**src/rtl/canrx_slot_pkg.sv**
```systemverilog
package canrx_slot_pkg;

    localparam int CSR_W     = 8;
    localparam int FIDX_W    = 5;
    localparam int LIDX_W    = 3;
    localparam int POL_W     = 2;

    // bit positions of the status byte that both layouts share
    localparam int FULL_BIT  = 7;
    localparam int POLHI_BIT = 6;
    localparam int POLLO_BIT = 5;

    typedef enum logic [POL_W-1:0] {
        POL_FILTER = 2'b00,
        POL_STD    = 2'b01,
        POL_EXT    = 2'b10,
        POL_ALL    = 2'b11
    } legacy_pol_e;

    typedef struct packed {
        logic              ok;
        logic              ext;
        logic              rtr;
        logic              hit;
        logic              ext_en;
        logic [FIDX_W-1:0] idx;
    } frame_t;

    typedef struct packed {
        logic              full;
        logic [POL_W-1:0]  pol;
        logic              rtr;
        logic [FIDX_W-1:0] idx;
    } slot_state_t;

    function automatic logic legacy_pass(legacy_pol_e pol, frame_t f);
        logic r;
        case (pol)
            POL_ALL:    r = 1'b1;
            POL_EXT:    r = f.ok && f.ext && f.hit && f.ext_en;
            POL_STD:    r = f.ok && !f.ext && f.hit && !f.ext_en;
            default:    r = f.ok && f.hit && (f.ext_en == f.ext);
        endcase
        return r;
    endfunction

    function automatic logic enhanced_pass(logic pol_bit, frame_t f);
        return pol_bit ? 1'b1 : (f.ok && f.hit);
    endfunction

endpackage

```
**src/rtl/canrx_accept.sv**
```systemverilog
module canrx_accept
    import canrx_slot_pkg::*;
(
    input  logic             done_i,
    input  logic             enh_i,
    input  logic [POL_W-1:0] pol_i,
    input  frame_t           frm_i,
    output logic             pass_o
);
    logic leg_ok;
    logic enh_ok;

    always_comb begin
        leg_ok = legacy_pass(legacy_pol_e'(pol_i), frm_i);
        enh_ok = enhanced_pass(pol_i[POL_W-1], frm_i);
        pass_o = done_i && (enh_i ? enh_ok : leg_ok);
    end
endmodule

```
**src/rtl/canrx_slot_state.sv**
```systemverilog
module canrx_slot_state
    import canrx_slot_pkg::*;
(
    input  logic              clk,
    input  logic              rst,
    input  logic              enh_i,
    input  logic              pass_i,
    input  frame_t            frm_i,
    input  logic              wr_i,
    input  logic [POL_W:0]    wtop_i,
    output slot_state_t       st_o,
    output logic              load_o,
    output logic              ovf_o
);
    slot_state_t st_q;
    logic        take;
    logic        clr;

    assign take = pass_i && !st_q.full;
    assign clr  = wr_i && !wtop_i[POL_W];

    always_ff @(posedge clk) begin
        if (rst) begin
            st_q   <= '0;
            load_o <= 1'b0;
            ovf_o  <= 1'b0;
        end else begin
            load_o <= take;
            ovf_o  <= pass_i && st_q.full;
            if (take) begin
                st_q.full <= 1'b1;
                st_q.rtr  <= frm_i.rtr;
                st_q.idx  <= frm_i.idx;
            end else if (clr) begin
                st_q.full <= 1'b0;
            end
            if (wr_i) begin
                if (enh_i) st_q.pol[POL_W-1] <= wtop_i[POL_W-1];
                else       st_q.pol          <= wtop_i[POL_W-1:0];
            end
        end
    end

    assign st_o = st_q;

    // a load strobe is always accompanied by a full slot
    a_r2_load_marks_full: assert property (@(posedge clk) disable iff (rst)
        load_o |-> st_q.full);

    // a full slot never produces a load on the next cycle
    a_r3_full_blocks_load: assert property (@(posedge clk) disable iff (rst)
        st_q.full |=> !load_o);

    // overflow only follows a full slot
    a_r3_no_overflow: assert property (@(posedge clk) disable iff (rst)
        ovf_o |-> $past(st_q.full));

    // the flag falls only after a clearing CPU write
    a_r4_clear_by_write: assert property (@(posedge clk) disable iff (rst)
        $fell(st_q.full) |-> $past(wr_i && !wtop_i[POL_W]));

    // captured status holds between loads
    a_r12_status_held: assert property (@(posedge clk) disable iff (rst)
        !load_o |-> ($stable(st_q.rtr) && $stable(st_q.idx)));
endmodule

```
**src/rtl/canrx_csr_view.sv**
```systemverilog
module canrx_csr_view
    import canrx_slot_pkg::*;
(
    input  logic              enh_i,
    input  slot_state_t       st_i,
    output logic [CSR_W-1:0]  rdata_o
);
    always_comb begin
        rdata_o = '0;
        rdata_o[FULL_BIT]  = st_i.full;
        rdata_o[POLHI_BIT] = st_i.pol[POL_W-1];
        if (enh_i) begin
            rdata_o[POLLO_BIT]    = st_i.rtr;
            rdata_o[FIDX_W-1:0]   = st_i.idx;
        end else begin
            rdata_o[POLLO_BIT]    = st_i.pol[0];
            rdata_o[LIDX_W]       = st_i.rtr;
            rdata_o[LIDX_W-1:0]   = st_i.idx[LIDX_W-1:0];
        end
    end
endmodule

```
**src/rtl/canrx_slot_ctrl.sv**
```systemverilog
module canrx_slot_ctrl
    import canrx_slot_pkg::*;
(
    input  logic              clk,
    input  logic              rst,
    input  logic              enh_i,
    input  logic              frm_done_i,
    input  logic              frm_ok_i,
    input  logic              frm_ext_i,
    input  logic              frm_rtr_i,
    input  logic              flt_hit_i,
    input  logic [FIDX_W-1:0] flt_idx_i,
    input  logic              flt_ext_en_i,
    input  logic              reg_wr_i,
    input  logic [CSR_W-1:0]  reg_wdata_i,
    output logic [CSR_W-1:0]  reg_rdata_o,
    output logic              load_o,
    output logic              ovf_o
);
    frame_t      frm;
    slot_state_t st;
    logic        pass;
    logic        unused_wlow;

    assign frm = '{ok: frm_ok_i, ext: frm_ext_i, rtr: frm_rtr_i,
                   hit: flt_hit_i, ext_en: flt_ext_en_i, idx: flt_idx_i};

    // low write bits address read-only fields
    assign unused_wlow = ^reg_wdata_i[POLLO_BIT-1:0];

    canrx_accept u_accept (
        .done_i (frm_done_i),
        .enh_i  (enh_i),
        .pol_i  (st.pol),
        .frm_i  (frm),
        .pass_o (pass)
    );

    canrx_slot_state u_state (
        .clk    (clk),
        .rst    (rst),
        .enh_i  (enh_i),
        .pass_i (pass),
        .frm_i  (frm),
        .wr_i   (reg_wr_i),
        .wtop_i (reg_wdata_i[FULL_BIT:POLLO_BIT]),
        .st_o   (st),
        .load_o (load_o),
        .ovf_o  (ovf_o)
    );

    canrx_csr_view u_view (
        .enh_i   (enh_i),
        .st_i    (st),
        .rdata_o (reg_rdata_o)
    );
endmodule

```
**config.mk**
```make
export PLATFORM = sky130hd
export DESIGN_NAME = canrx_slot_ctrl
export DESIGN_NICKNAME = d
export VERILOG_FILES = /design/src/rtl/canrx_slot_pkg.sv /design/src/rtl/canrx_accept.sv /design/src/rtl/canrx_slot_state.sv /design/src/rtl/canrx_csr_view.sv /design/src/rtl/canrx_slot_ctrl.sv
export SDC_FILE = /design/constraint.sdc
export NUM_CORES = 1
export LEC_CHECK = 0
export ABC_AREA = 0
export BUFFER_PORTS_ARGS = -buffer_cell sky130_fd_sc_hd__buf_2
export CAP_MARGIN = 10
export CORE_MARGIN = 2
export CORE_UTILIZATION = 37
export DETAILED_ROUTE_END_ITERATION = 12
export MAX_ROUTING_LAYER = met4
export PLACE_DENSITY = 0.73
export SYNTH_ARGS = -nofsm -noshare
export SYNTH_HDL_FRONTEND = slang
export SYNTH_HIERARCHICAL = 1
export SYNTH_SLANG_ARGS = --single-unit
```
**constraint.sdc**
```tcl
create_clock -name clk -period 1.27 [get_ports clk]
set_input_delay 0.0635 -clock clk [delete_from_list [all_inputs] [get_ports clk]]
set_output_delay 0.0635 -clock clk [all_outputs]
set_load 0.05 [all_outputs]
```
==> metrics.md, run 1 <==
| Metric | Value |
|---|---|
| Netlist Area Pre-Place | `~560 um2` |
| Detailed-route wire length | `approximately 1200 um` |
| Crit path cell chain | `buf_2` |
| Final min period | `between 1 and 1.5 ns` |
| P per Cell Area | `1117 nW/um2` |
| Avg WL per Cell | `11.80 um` |
| Cts bufs inserted | `3` |
| Final hold vios | `0` |
| Slowest CP cell | `dfxtp_1` |
| Antenna violations before repair | `0` |
| First-pass GRT wire length | `between 1500 and 2000 um` |
| Worst Max-Slew Pin Slew | `0.3348 ns` |
| Critical Path RT | `~1.2 ns` |
| Global route overflow | `0` |
| # clock sinks | `11` |
| Die area | `1831 um2` |
| VDD IR max | `about 0.43 mV` |
| Routing usage on met2 | `0.2364` |
| Clock power share | `0.303` |
| Final std cells w/o fill | `101` |
| Latest clock arrival within the worst-skew pair | `between 0.2 and 0.3 ns` |
| Crit path DAT | `approximately 1.1 ns` |
| Number of hold buffers added after cts | `0` |
| TritonRoute pass-1 iters | `3` |
| Fmax | `roughly 840 MHz` |
| Setup CP Type | `reg -> out` |
| Met1 global-route usage | `0.1594` |
| Switching Share | `0.3077` |
| Post-Syn Instances | `59` |
| Fin crit share | `0.9349` |
| Hold/Removal Path Class | `in -> reg` |
| P&R area growth vs syn | `29.66%` |
| Fin area | `721.9 um2` |
| Hold WS | `0.03873 ns` |
| Flop pwr share | `0.471` |
| Setup tns final | `0 ns` |
| Placed cell area | `~690 um2` |
| Max-slew headroom | `0.7765` |
| Setup crit end kind | `output pin` |
| Final WS setup | `between 0.08 and 0.09 ns` |
| Endpoints failing setup | `0` |
| CTS Buffer Depth | `2` |
| Worst Setup Start Kind | `register` |
| Die span in y | `approximately 43 um` |
| Critical-path maximum fanout | `11` |
| Number of buffers and inverters on the critical path | `1` |
| Post-synthesis cell type count | `19` |
| Mapped Nets | `82` |
| Combinational power share | `0.226` |
| Vias | `500` |
| Slowest stage delay, CP | `approximately 0.52 ns` |
| Row cnt | `13` |
| Reg2Reg Setup Slack | `0.10 ns` |
| Initial Utilization | `0.4124` |
| Total track usage | `0.1499` |
| Placed Cells | `between 90 and 100` |
| Status | `finished clean` |
| FF/Latch Area | `roughly 220 um2` |
| Post-route antenna net violation count | `0` |
| Clock tree from TritonCTS | `yes` |
| Clock transition at path regs | `0.07 ns` |
| Register area share after synthesis | `0.3955` |
| Largest net degree at the start of global routing | `19` |
| Antenna Cells | `0` |
| Gpl congestion | `around 0.76` |
| Fin nets | `110` |
| Die Wd | `roughly 43 um` |
| GR peak layer | `met2` |
| Internal Dissipation | `around 0.56 mW` |
| Avg Inst Size Synth | `9.437 um2` |
| Synth warn | `6` |
| Ports | `33` |
| I/O Buffers | `27` |
| Fraction of layout cells with a size suffix above 1 | `0.4535` |
| Clock H-tree levels | `1` |
| Core ar. | `1350 um2` |
| Via-per-instance ratio | `4.950` |
| Vias in the first global route | `~470` |
| Yosys reg bits | `11` |
| Post-CTS Setup Bufs | `0` |
| Multi-input logic area | `294.0 um2` |
| Dpl ws | `-0.02229 ns` |
| Worst Skew | `approximately 0.0016 ns` |
| DR iter-0 viols | `1` |
| P_leak | `between 0.3 and 0.4 nW` |
| Top delay family on crit path | `flip-flops` |
| RSZ-0062 raised after global routing | `false` |
| Psw | `between 0.2 and 0.25 mW` |
| DRC Markers | `0` |
| Slew Viols, Final | `0` |
| Fillcell total | `136` |
| CTS root buf | `clkbuf_4` |
| Max cap viols | `0` |
| Estimated wirelength of the detail-placed design | `864.4 um` |
| Met3 usage | `0.07234` |
## worst paths after layout
kind	end	depth (start not counted)	startpoint
worst max-delay path	reg_rdata_o[7]	1	u_state/st_o[8]
worst min-delay path	u_state/st_o[7]	3	reg_wdata_i[6]
worst max register to register	u_state/st_o[8]	5	u_state/st_o[6]
worst min register to register	u_state/st_o[2]	2	u_state/st_o[2]
## final cells by class
type	count	share of cell area
clock buffer	4	0.03640
inverter	3	0.01560
multi-input combinational	39	0.4073
sequential	11	0.3068
tap	15	0.02600
timing repair buffer	29	0.2080
## synth_stat cells (all sizes together)
master	instances	area [um2]
o31ai	1	7.510
o21ai	7	35.03
nand3	1	5.000
o22ai	1	6.260
dfxtp	11	220.2
nor2	4	15.01
a31oi	2	12.51
mux2i	1	10.01
nor2b	3	26.27
mux2	2	22.52
inv	3	11.26
and2	1	7.510
nand4bb	7	78.83
nand2b	7	43.79
a311oi	1	8.760
buf	6	42.54
nand2	1	3.750
## stage by stage
| step | power (mW) | utilization |
|---|---|---|
| global route | 0.8519 | 0.5348 |
| CTS | 0.8203 | 0.5338 |
| finish | 0.8066 | 0.5348 |
| floorplan | 0.5163 | - |
| global placement | 0.5654 | 0.5107 |
| detailed placement | 0.5682 | 0.5107 |
## state kept, by name, summed over array words and instances (netlist names)
name and cells:
u_state/ovf_o 1, u_state/st_o 9, u_state/load_o 1
## worst register-to-register path, stage by stage, from the launching register on
cell and delay (ns):
dfxtp_1 0.39, o31ai_2 0.09, o22ai_2 0.19, buf_4 0.17, nor2_1 0.04, a311oi_1 0.20
## cell families after synthesis
logic type,Yosys count,share of synthesized area
AO/OA/AOI/OAI,12,0.1258
buffers and inverters,9,0.09663
flip-flops,11,0.3955
multiplexers,3,0.05842
AND/OR/NAND/NOR,24,0.3236
## timing repair
action / 4_1_cts / 5_1_grt
endpoints found under the setup margin: 8 / 9
gates resized for setup: 1 / 1
pin swaps: 0 / 1
## power by group through the flow
stage                     combinational, mW  clock, mW  sequential, mW
after floorplan                       0.126          0           0.391
after global placement                0.179          0           0.387
after detailed placement              0.180          0           0.388
after CTS                             0.183      0.258           0.380
after global routing                  0.195      0.275           0.382
final                                 0.182      0.245           0.380
## routing by layer
metal / up-vias / wire (um) / share of wire
met3: 2 / 77 / 0.065
met5: - / 0 / 0
met1: 223 / 532 / 0.45
met2: 16 / 567 / 0.48
met4: 0 / 16 / 0.013
li1: 259 / - / -
## layout by cell type (no fill, tap or decap)
master	n
a311oi_1	1
a31oi_1	2
and2_2	1
buf_2	27
buf_4	2
clkbuf_1	1
clkbuf_4	3
dfxtp_1	10
dfxtp_2	1
inv_1	3
mux2_2	2
mux2i_1	1
nand2_1	1
nand2b_1	7
nand3_1	1
nand4bb_1	7
nor2_1	4
nor2b_1	2
nor2b_4	1
o21ai_1	7
o22ai_2	1
o31ai_2	1
Power figures use the tool's default switching activity.
==> inputs of run 2 (changes only) <==
--- a/config.mk
+++ b/config.mk
@@ -8,9 +8,9 @@
 export ABC_AREA = 0
 export BUFFER_PORTS_ARGS = -buffer_cell sky130_fd_sc_hd__buf_2
 export CAP_MARGIN = 10
-export CORE_MARGIN = 2
 export CORE_UTILIZATION = 37
 export DETAILED_ROUTE_END_ITERATION = 12
+export GPL_TIMING_DRIVEN = 0
 export MAX_ROUTING_LAYER = met4
 export PLACE_DENSITY = 0.73
 export SYNTH_ARGS = -nofsm -noshare
==> metrics.md, run 2 (synthesis results as in run 1) <==
| Metric | Value |
|---|---|
| P_leak | `0.3664 nW (+12%)` |
| Die area | `1664 um2 (-9.1%)` |
| Clock tree from TritonCTS | `yes` |
| Fillcell total | `129 (-5.1%)` |
| Final min period | `1.214 ns (+0.02619 ns)` |
| Fin crit share | `0.9555 (+0.02062)` |
| Core ar. | `1350 um2 (unchanged)` |
| Estimated wirelength of the detail-placed design | `899.6 um (+4.1%)` |
| Largest net degree at the start of global routing | `12 (-7)` |
| Antenna Cells | `0 (unchanged)` |
| P per Cell Area | `1035 nW/um2 (-7.4%)` |
| Max FFs per register | `9 (unchanged)` |
| Avg WL per Cell | `11.76 um (-0.36%)` |
| Setup CP Type | `reg -> reg` |
| Leading cell types in the layout, fill and taps excluded | `buf_2 (28), dfxtp_1 (8)` |
| Die Wd | `40.79 um (-4.7%)` |
| Final std cells w/o fill | `108 (+6.9%)` |
| Fin nets | `117 (+6.4%)` |
| Via-per-instance ratio | `4.981 (+0.63%)` |
| Max cap viols | `0 (unchanged)` |
| Ports | `33 (unchanged)` |
| Final Core Density | `0.5931 (+0.05839)` |
| TritonRoute pass-1 iters | `2 (-1)` |
| Max-slew headroom | `0.8359 (+0.05944)` |
| Latest clock arrival within the worst-skew pair | `0.27 ns (about the same)` |
| Slew Viols, Final | `0 (unchanged)` |
| Clock H-tree levels | `1 (unchanged)` |
| # clock sinks | `11 (unchanged)` |
| Hold depth | `2 (-1)` |
| First-pass GRT wire length | `2001 um (+0.70%)` |
| Most common cell after layout, fill and taps aside | `buf_2` |
| Post-route antenna net violation count | `0 (unchanged)` |
| DR iter-0 viols | `6 (+5)` |
| Worst Skew | `0.004803 ns (+0.003155 ns)` |
| Final hold vios | `0 (unchanged)` |
| DRC Markers | `0 (unchanged)` |
| Die span in y | `40.79 um (-4.7%)` |
| I/O Buffers | `27 (unchanged)` |
| Initial Utilization | `0.4124 (unchanged)` |
| Fraction of layout cells with a size suffix above 1 | `0.5484 (+0.09490)` |
| Detailed-route wire length | `1270 um (+6.5%)` |
| Placed Cells | `101 (+4.1%)` |
| Critical-path maximum fanout | `7 (-4)` |
| Row cnt | `13 (unchanged)` |
| Gpl congestion | `0.8305 (+8.8%)` |
| Setup tns final | `0 ns (unchanged)` |
| Multi-input logic area | `311.5 um2 (+6.0%)` |
| Fmax | `824.1 MHz (-2.2%)` |
| P&R area growth vs syn | `43.82%` |
| Worst Max-Slew Pin Slew | `0.2461 ns (-0.08870 ns)` |
| Hold/Removal Path Class | `in -> reg` |
| Vias in the first global route | `467 (-1.3%)` |
| Critical Path RT | `1.42 ns (+0.21 ns)` |
| Cts bufs inserted | `3 (unchanged)` |
| Global route overflow | `0 (unchanged)` |
| FF/Latch Area | `226.5 um2 (+2.3%)` |
| Crit path DAT | `1.36 ns (+0.24 ns)` |
| Status | `finished clean` |
| CTS root buf | `clkbuf_4` |
| Vias | `538 (+7.6%)` |
| Antenna violations before repair | `0 (unchanged)` |
| CTS Buffer Depth | `2 (unchanged)` |
| Endpoints failing setup | `0 (unchanged)` |
| Worst Setup Start Kind | `register` |
| Setup crit end kind | `register` |
| Total track usage | `0.1954 (+0.04547)` |
| Worst R2R Path Depth | `5 (unchanged)` |
| Clock transition at path regs | `0.07 ns (about the same)` |
| VDD IR max | `0.5675 mV (+31%)` |
run 2: changes by cell type in the layout (fill, tap and decap cells not counted), sizes merged:
| cell | change |
|---|---|
| buf | +7 |
run 2: layout make-up:
cell class,instances,area share
Sequential cell,11,0.2828
Timing Repair Buffer,30,0.2016
Inverter,3,0.01719
Clock buffer,4,0.03281
Multi-Input combinational cell,39,0.3891
Buffer,6,0.05312
Tap cell,15,0.02344
run 2: path summary, 6_finish.rpt:
kind	start	endpoint	slack, ns
hold reg to reg	u_state/st_o[3]	u_state/st_o[3]	0.47
hold / removal	reg_wr_i	u_state/st_o[8]	0.05
setup reg to reg	u_state/st_o[7]	u_state/st_o[5]	0.06
setup / recovery	u_state/st_o[7]	u_state/st_o[5]	0.06
run 2: metrics by stage:
| stage | hold slack [ns] | area (um2) | power [mW] | setup slack, ns |
|---|---|---|---|---|
| floorplan | 0.1716 | 563.0 | 0.5163 | 0.05225 |
| global placement | 0.3094 | 716.9 | 0.5741 | -0.07746 |
| detailed placement | 0.3196 | 716.9 | 0.5769 | -0.1280 |
| CTS | 0.03188 | 773.2 | 0.8293 | 0.01194 |
| global route | 0.04434 | 800.8 | 0.8783 | -0.01501 |
| finish | 0.04794 | 800.8 | 0.8289 | 0.05649 |
run 2: timing repair:
action | in CTS | in global routing
setup endpoints to repair | 8 | 8
gates cloned | 0 | 0
buffers inserted | 3 | 0
resized for setup | 3 | 8
pin swaps | 1 | 3
hold buffers | 0 | 0
hold endpoints to repair | 0 | 0
run 2: power breakdown:
group	internal (mW)	total (mW)	switching, mW
sequential	0.364	0.383	0.0191
clock	0.122	0.236	0.114
combinational	0.0927	0.211	0.118
total	0.578	0.829	0.251
run 2: per-layer routing:
metal / GRT usage / vias to the layer above / wire, um
li1: - / 272 / -
met1: 0.2164 / 247 / 512
met2: 0.2969 / 17 / 679
met3: 0.09783 / 2 / 67
met4: 0.07500 / 0 / 10
met5: - / - / 0
run 2: worst max-delay path: stages, from the launching register on:
cell and delay (ns):
dfxtp_4 0.36, inv_4 0.06, o31ai_4 0.05, o22ai_2 0.24, nor2b_4 0.28, o21ai_1 0.10
==> inputs of run 3 (changes only) <==
--- a/config.mk
+++ b/config.mk
@@ -5,7 +5,7 @@
 export SDC_FILE = /design/constraint.sdc
 export NUM_CORES = 1
 export LEC_CHECK = 0
-export ABC_AREA = 0
+export ABC_AREA = 1
 export BUFFER_PORTS_ARGS = -buffer_cell sky130_fd_sc_hd__buf_2
 export CAP_MARGIN = 10
 export CORE_UTILIZATION = 37
==> metrics.md, run 3 <==
| Metric | Value |
|---|---|
| Uppermost routed layer | `met3` |
| Initial Utilization | `0.4124 (unchanged)` |
| Die span in y | `40.79 um (unchanged)` |
| DRC Markers | `0 (unchanged)` |
| Worst Hold Launch | `reg_wdata_i[6]` |
| Share of flip-flops with an asynchronous set or reset | `0 (unchanged)` |
| Synth warn | `6 (unchanged)` |
| Vias in the first global route | `445 (-4.7%)` |
| Post-Syn Instances | `88 (+49%)` |
| Gpl congestion | `0.6786 (-18%)` |
| Reg2Reg Setup Slack | `0.08 ns (+0.02 ns)` |
| CTS root buf | `clkbuf_4` |
| DR iter-0 viols | `3 (-3)` |
| Most common cell after layout, fill and taps aside | `buf_2` |
| Max cap viols | `0 (unchanged)` |
| Clock H-tree levels | `1 (unchanged)` |
| Psw | `0.2916 mW (+16%)` |
| TritonRoute pass-1 iters | `3 (+1)` |
| Crit path DAT | `1.40 ns (+0.04 ns)` |
| Vias | `598 (+11%)` |
| Worst Hold End | `u_state/st_o[7]` |
| Post-route antenna net violation count | `0 (unchanged)` |
| P&R area growth vs syn | `40.00%` |
| Via-per-instance ratio | `4.397 (-12%)` |
| Fraction of layout cells with a size suffix above 1 | `0.4132 (-0.1352)` |
| Antenna violations before repair | `0 (unchanged)` |
| Met2 routed WL | `579 um (-15%)` |
| Worst Setup Start Kind | `register` |
| I/O Buffers | `27 (unchanged)` |
| Fin crit share | `0.9404 (-0.01508)` |
| P per Cell Area | `1117 nW/um2 (+7.9%)` |
| Detailed-route wire length | `1176 um (-7.4%)` |
| Fin nets | `145 (+24%)` |
| Switching Share | `0.3349 (+0.03206)` |
| Number of enable flip-flop cells after synthesis | `0 (unchanged)` |
| Row cnt | `13 (unchanged)` |
| Fillcell total | `143 (+11%)` |
| Clock transition at path regs | `0.07 ns (about the same)` |
| Placed cell area | `710.7 um2 (-0.87%)` |
| Cts bufs inserted | `3 (unchanged)` |
| Synth area leaders | `dfxtp_1 (40%), nand2_1 (14%), nor2_1 (12%), inv_1 (10%), nand3_1 (8.1%)` |
| First-pass GRT wire length | `1711 um (-14%)` |
| Worst Skew | `0.001059 ns (-0.003744 ns)` |
| Critical-path maximum fanout | `7 (unchanged)` |
| Global route overflow | `0 (unchanged)` |
| Leading cell types in the layout, fill and taps excluded | `buf_2 (27), nor2_1 (18), nand2_1 (16), inv_1 (14), dfxtp_1 (9)` |
| Setup CP Type | `reg -> reg` |
| Max-slew headroom | `0.8208 (-0.01518)` |
| Flop pwr share | `0.444 (-0.018)` |
| Largest area contributor in the synthesized netlist | `dfxtp_1` |
| Internal Dissipation | `0.5792 mW (+0.23%)` |
| Die area | `1664 um2 (unchanged)` |
| R2R Path Start | `u_state/st_o[6]` |
| Endpoints failing setup | `0 (unchanged)` |
| Antenna Cells | `0 (unchanged)` |
| Final hold vios | `0 (unchanged)` |
| Avg Inst Size Synth | `6.327 um2 (-33%)` |
| Dominant synthesized flop cell | `dfxtp_1` |
| Combinational power share | `0.282 (+0.028)` |
| Fmax | `837.3 MHz (+1.6%)` |
| Yosys reg bits | `11 (unchanged)` |
| Hold depth | `3 (+1)` |
| Wl on met1 | `553 um (+8.0%)` |
| Worst Max-Slew Pin Slew | `0.2672 ns (+0.02112 ns)` |
| Status | `finished clean` |
| Synth top area share | `0.3955 (unchanged)` |
| # clock sinks | `11 (unchanged)` |
| Fin area | `779.5 um2 (-2.7%)` |
| Setup tns final | `0 ns (unchanged)` |
| Die Wd | `40.79 um (unchanged)` |
| Slew Viols, Final | `0 (unchanged)` |
| VDD IR max | `0.6483 mV (+14%)` |
| Critical Path RT | `1.48 ns (+0.06 ns)` |
| Clock power share | `0.275 (-0.009)` |
| Post-synth top cells | `nand2_1 (21), nor2_1 (18), inv_1 (15)` |
| RSZ-0062 raised after global routing | `true` |
| Estimated wirelength of the detail-placed design | `879 um (-2.3%)` |
| Count leader, synth | `nand2_1` |
| Clock tree from TritonCTS | `yes` |
| Hold/Removal Path Class | `in -> reg` |
| Core ar. | `1350 um2 (unchanged)` |
| CTS Buffer Depth | `2 (unchanged)` |
| Worst R2R Path Depth | `9 (+4)` |
| Total track usage | `0.1651 (-0.03025)` |
| Number of hold buffers added after cts | `0 (unchanged)` |
| Post-synthesis cell type count | `12 (-7)` |
| Max FFs per register | `9 (unchanged)` |
| Final min period | `1.194 ns (-0.01915 ns)` |
| Ports | `33 (unchanged)` |
| Latest clock arrival within the worst-skew pair | `0.26 ns (about the same)` |
| Mapped Nets | `111 (+35%)` |
| Largest net degree at the start of global routing | `11 (-1)` |
| Setup crit end kind | `register` |
| Register area share after synthesis | `0.3955 (unchanged)` |
| Met3 routed WL | `43 um (-36%)` |
| P_leak | `0.4622 nW (+26%)` |
| Netlist Area Pre-Place | `556.8 um2 (unchanged)` |
| Reg2reg end | `u_state/st_o[1]` |
| Avg WL per Cell | `8.647 um (-26%)` |
==> run 3: kinds of logic after synthesis <==
| family | count (synthesis) | synth area share |
|---|---|---|
| compound gates | 5 | 0.05169 |
| buf+inv | 23 | 0.1888 |
| flops | 11 | 0.3955 |
| simple gates | 49 | 0.3640 |
==> run 3: area by class of cell <==
| type | instances | area (um2) | share of cell area |
|---|---|---|---|
| multi-input combinational | 54 | 256.5 | 0.3291 |
| sequential | 11 | 222.7 | 0.2857 |
| timing repair buffer | 29 | 150.1 | 0.1926 |
| inverter | 18 | 67.56 | 0.08668 |
| buffer | 5 | 37.54 | 0.04815 |
| clock buffer | 4 | 26.28 | 0.03371 |
| tap | 15 | 18.77 | 0.02408 |
==> run 3: timing repair <==
item | 4_1_cts | 5_1_grt
setup endpoints to repair | 8 | 8
gates resized for setup | 1 | 10
pin swaps | 1 | 7
setup buffers | 1 | 1
cloned | 0 | 0
==> run 3: worst max path at each step <==
stage	slack (ns)	from	end	cells after the start
global placement	-0.09	u_state/st_o[6]	u_state/st_o[8]	9
finish	0.08	u_state/st_o[6]	u_state/st_o[1]	9
global route	-0.03	u_state/st_o[7]	u_state/st_o[5]	9
floorplan	0.09	u_state/st_o[6]	u_state/st_o[8]	9
CTS	0.01	u_state/st_o[6]	u_state/st_o[8]	9
detailed placement	-0.12	u_state/st_o[6]	u_state/st_o[8]	9
==> run 3: power by group through the flow <==
stage               clock, mW  combinational, mW  sequential, mW
finish                  0.239              0.245           0.386
global route            0.278              0.271           0.391
CTS                     0.245              0.235           0.385
detailed placement          0              0.229           0.394
global placement            0              0.224           0.393
floorplan                   0              0.162           0.397
==> run 3: stage by stage <==
stage / std cells / hold slack (ns) / setup WS, ns / power, mW / util
after floorplan: 88 / 0.1984 / 0.09186 / 0.5588 / -
after global placement: 130 / 0.2863 / -0.08626 / 0.6170 / 0.5264
after detailed placement: 130 / 0.2978 / -0.1152 / 0.6222 / 0.5264
after CTS: 135 / 0.02113 / 0.01191 / 0.8662 / 0.5570
after global routing: 136 / 0.04341 / -0.03417 / 0.9396 / 0.5774
final: 136 / 0.02291 / 0.07564 / 0.8708 / 0.5774
==> run 3: worst max-delay path: stages (launching register included) <==
cell	delay, ns
dfxtp_2	0.34
inv_1	0.06
nand3_2	0.06
nand2_2	0.06
nand2_2	0.06
a21oi_4	0.14
inv_2	0.07
nor2_4	0.19
nor2_1	0.06
nor2_1	0.09
==> run 3: routing by layer <==
layer / vias up / track usage
met4: 0 / 0.07500
met5: - / -
met3: 0 / 0.06522
met2: 16 / 0.2461
li1: 323 / -
met1: 259 / 0.1928
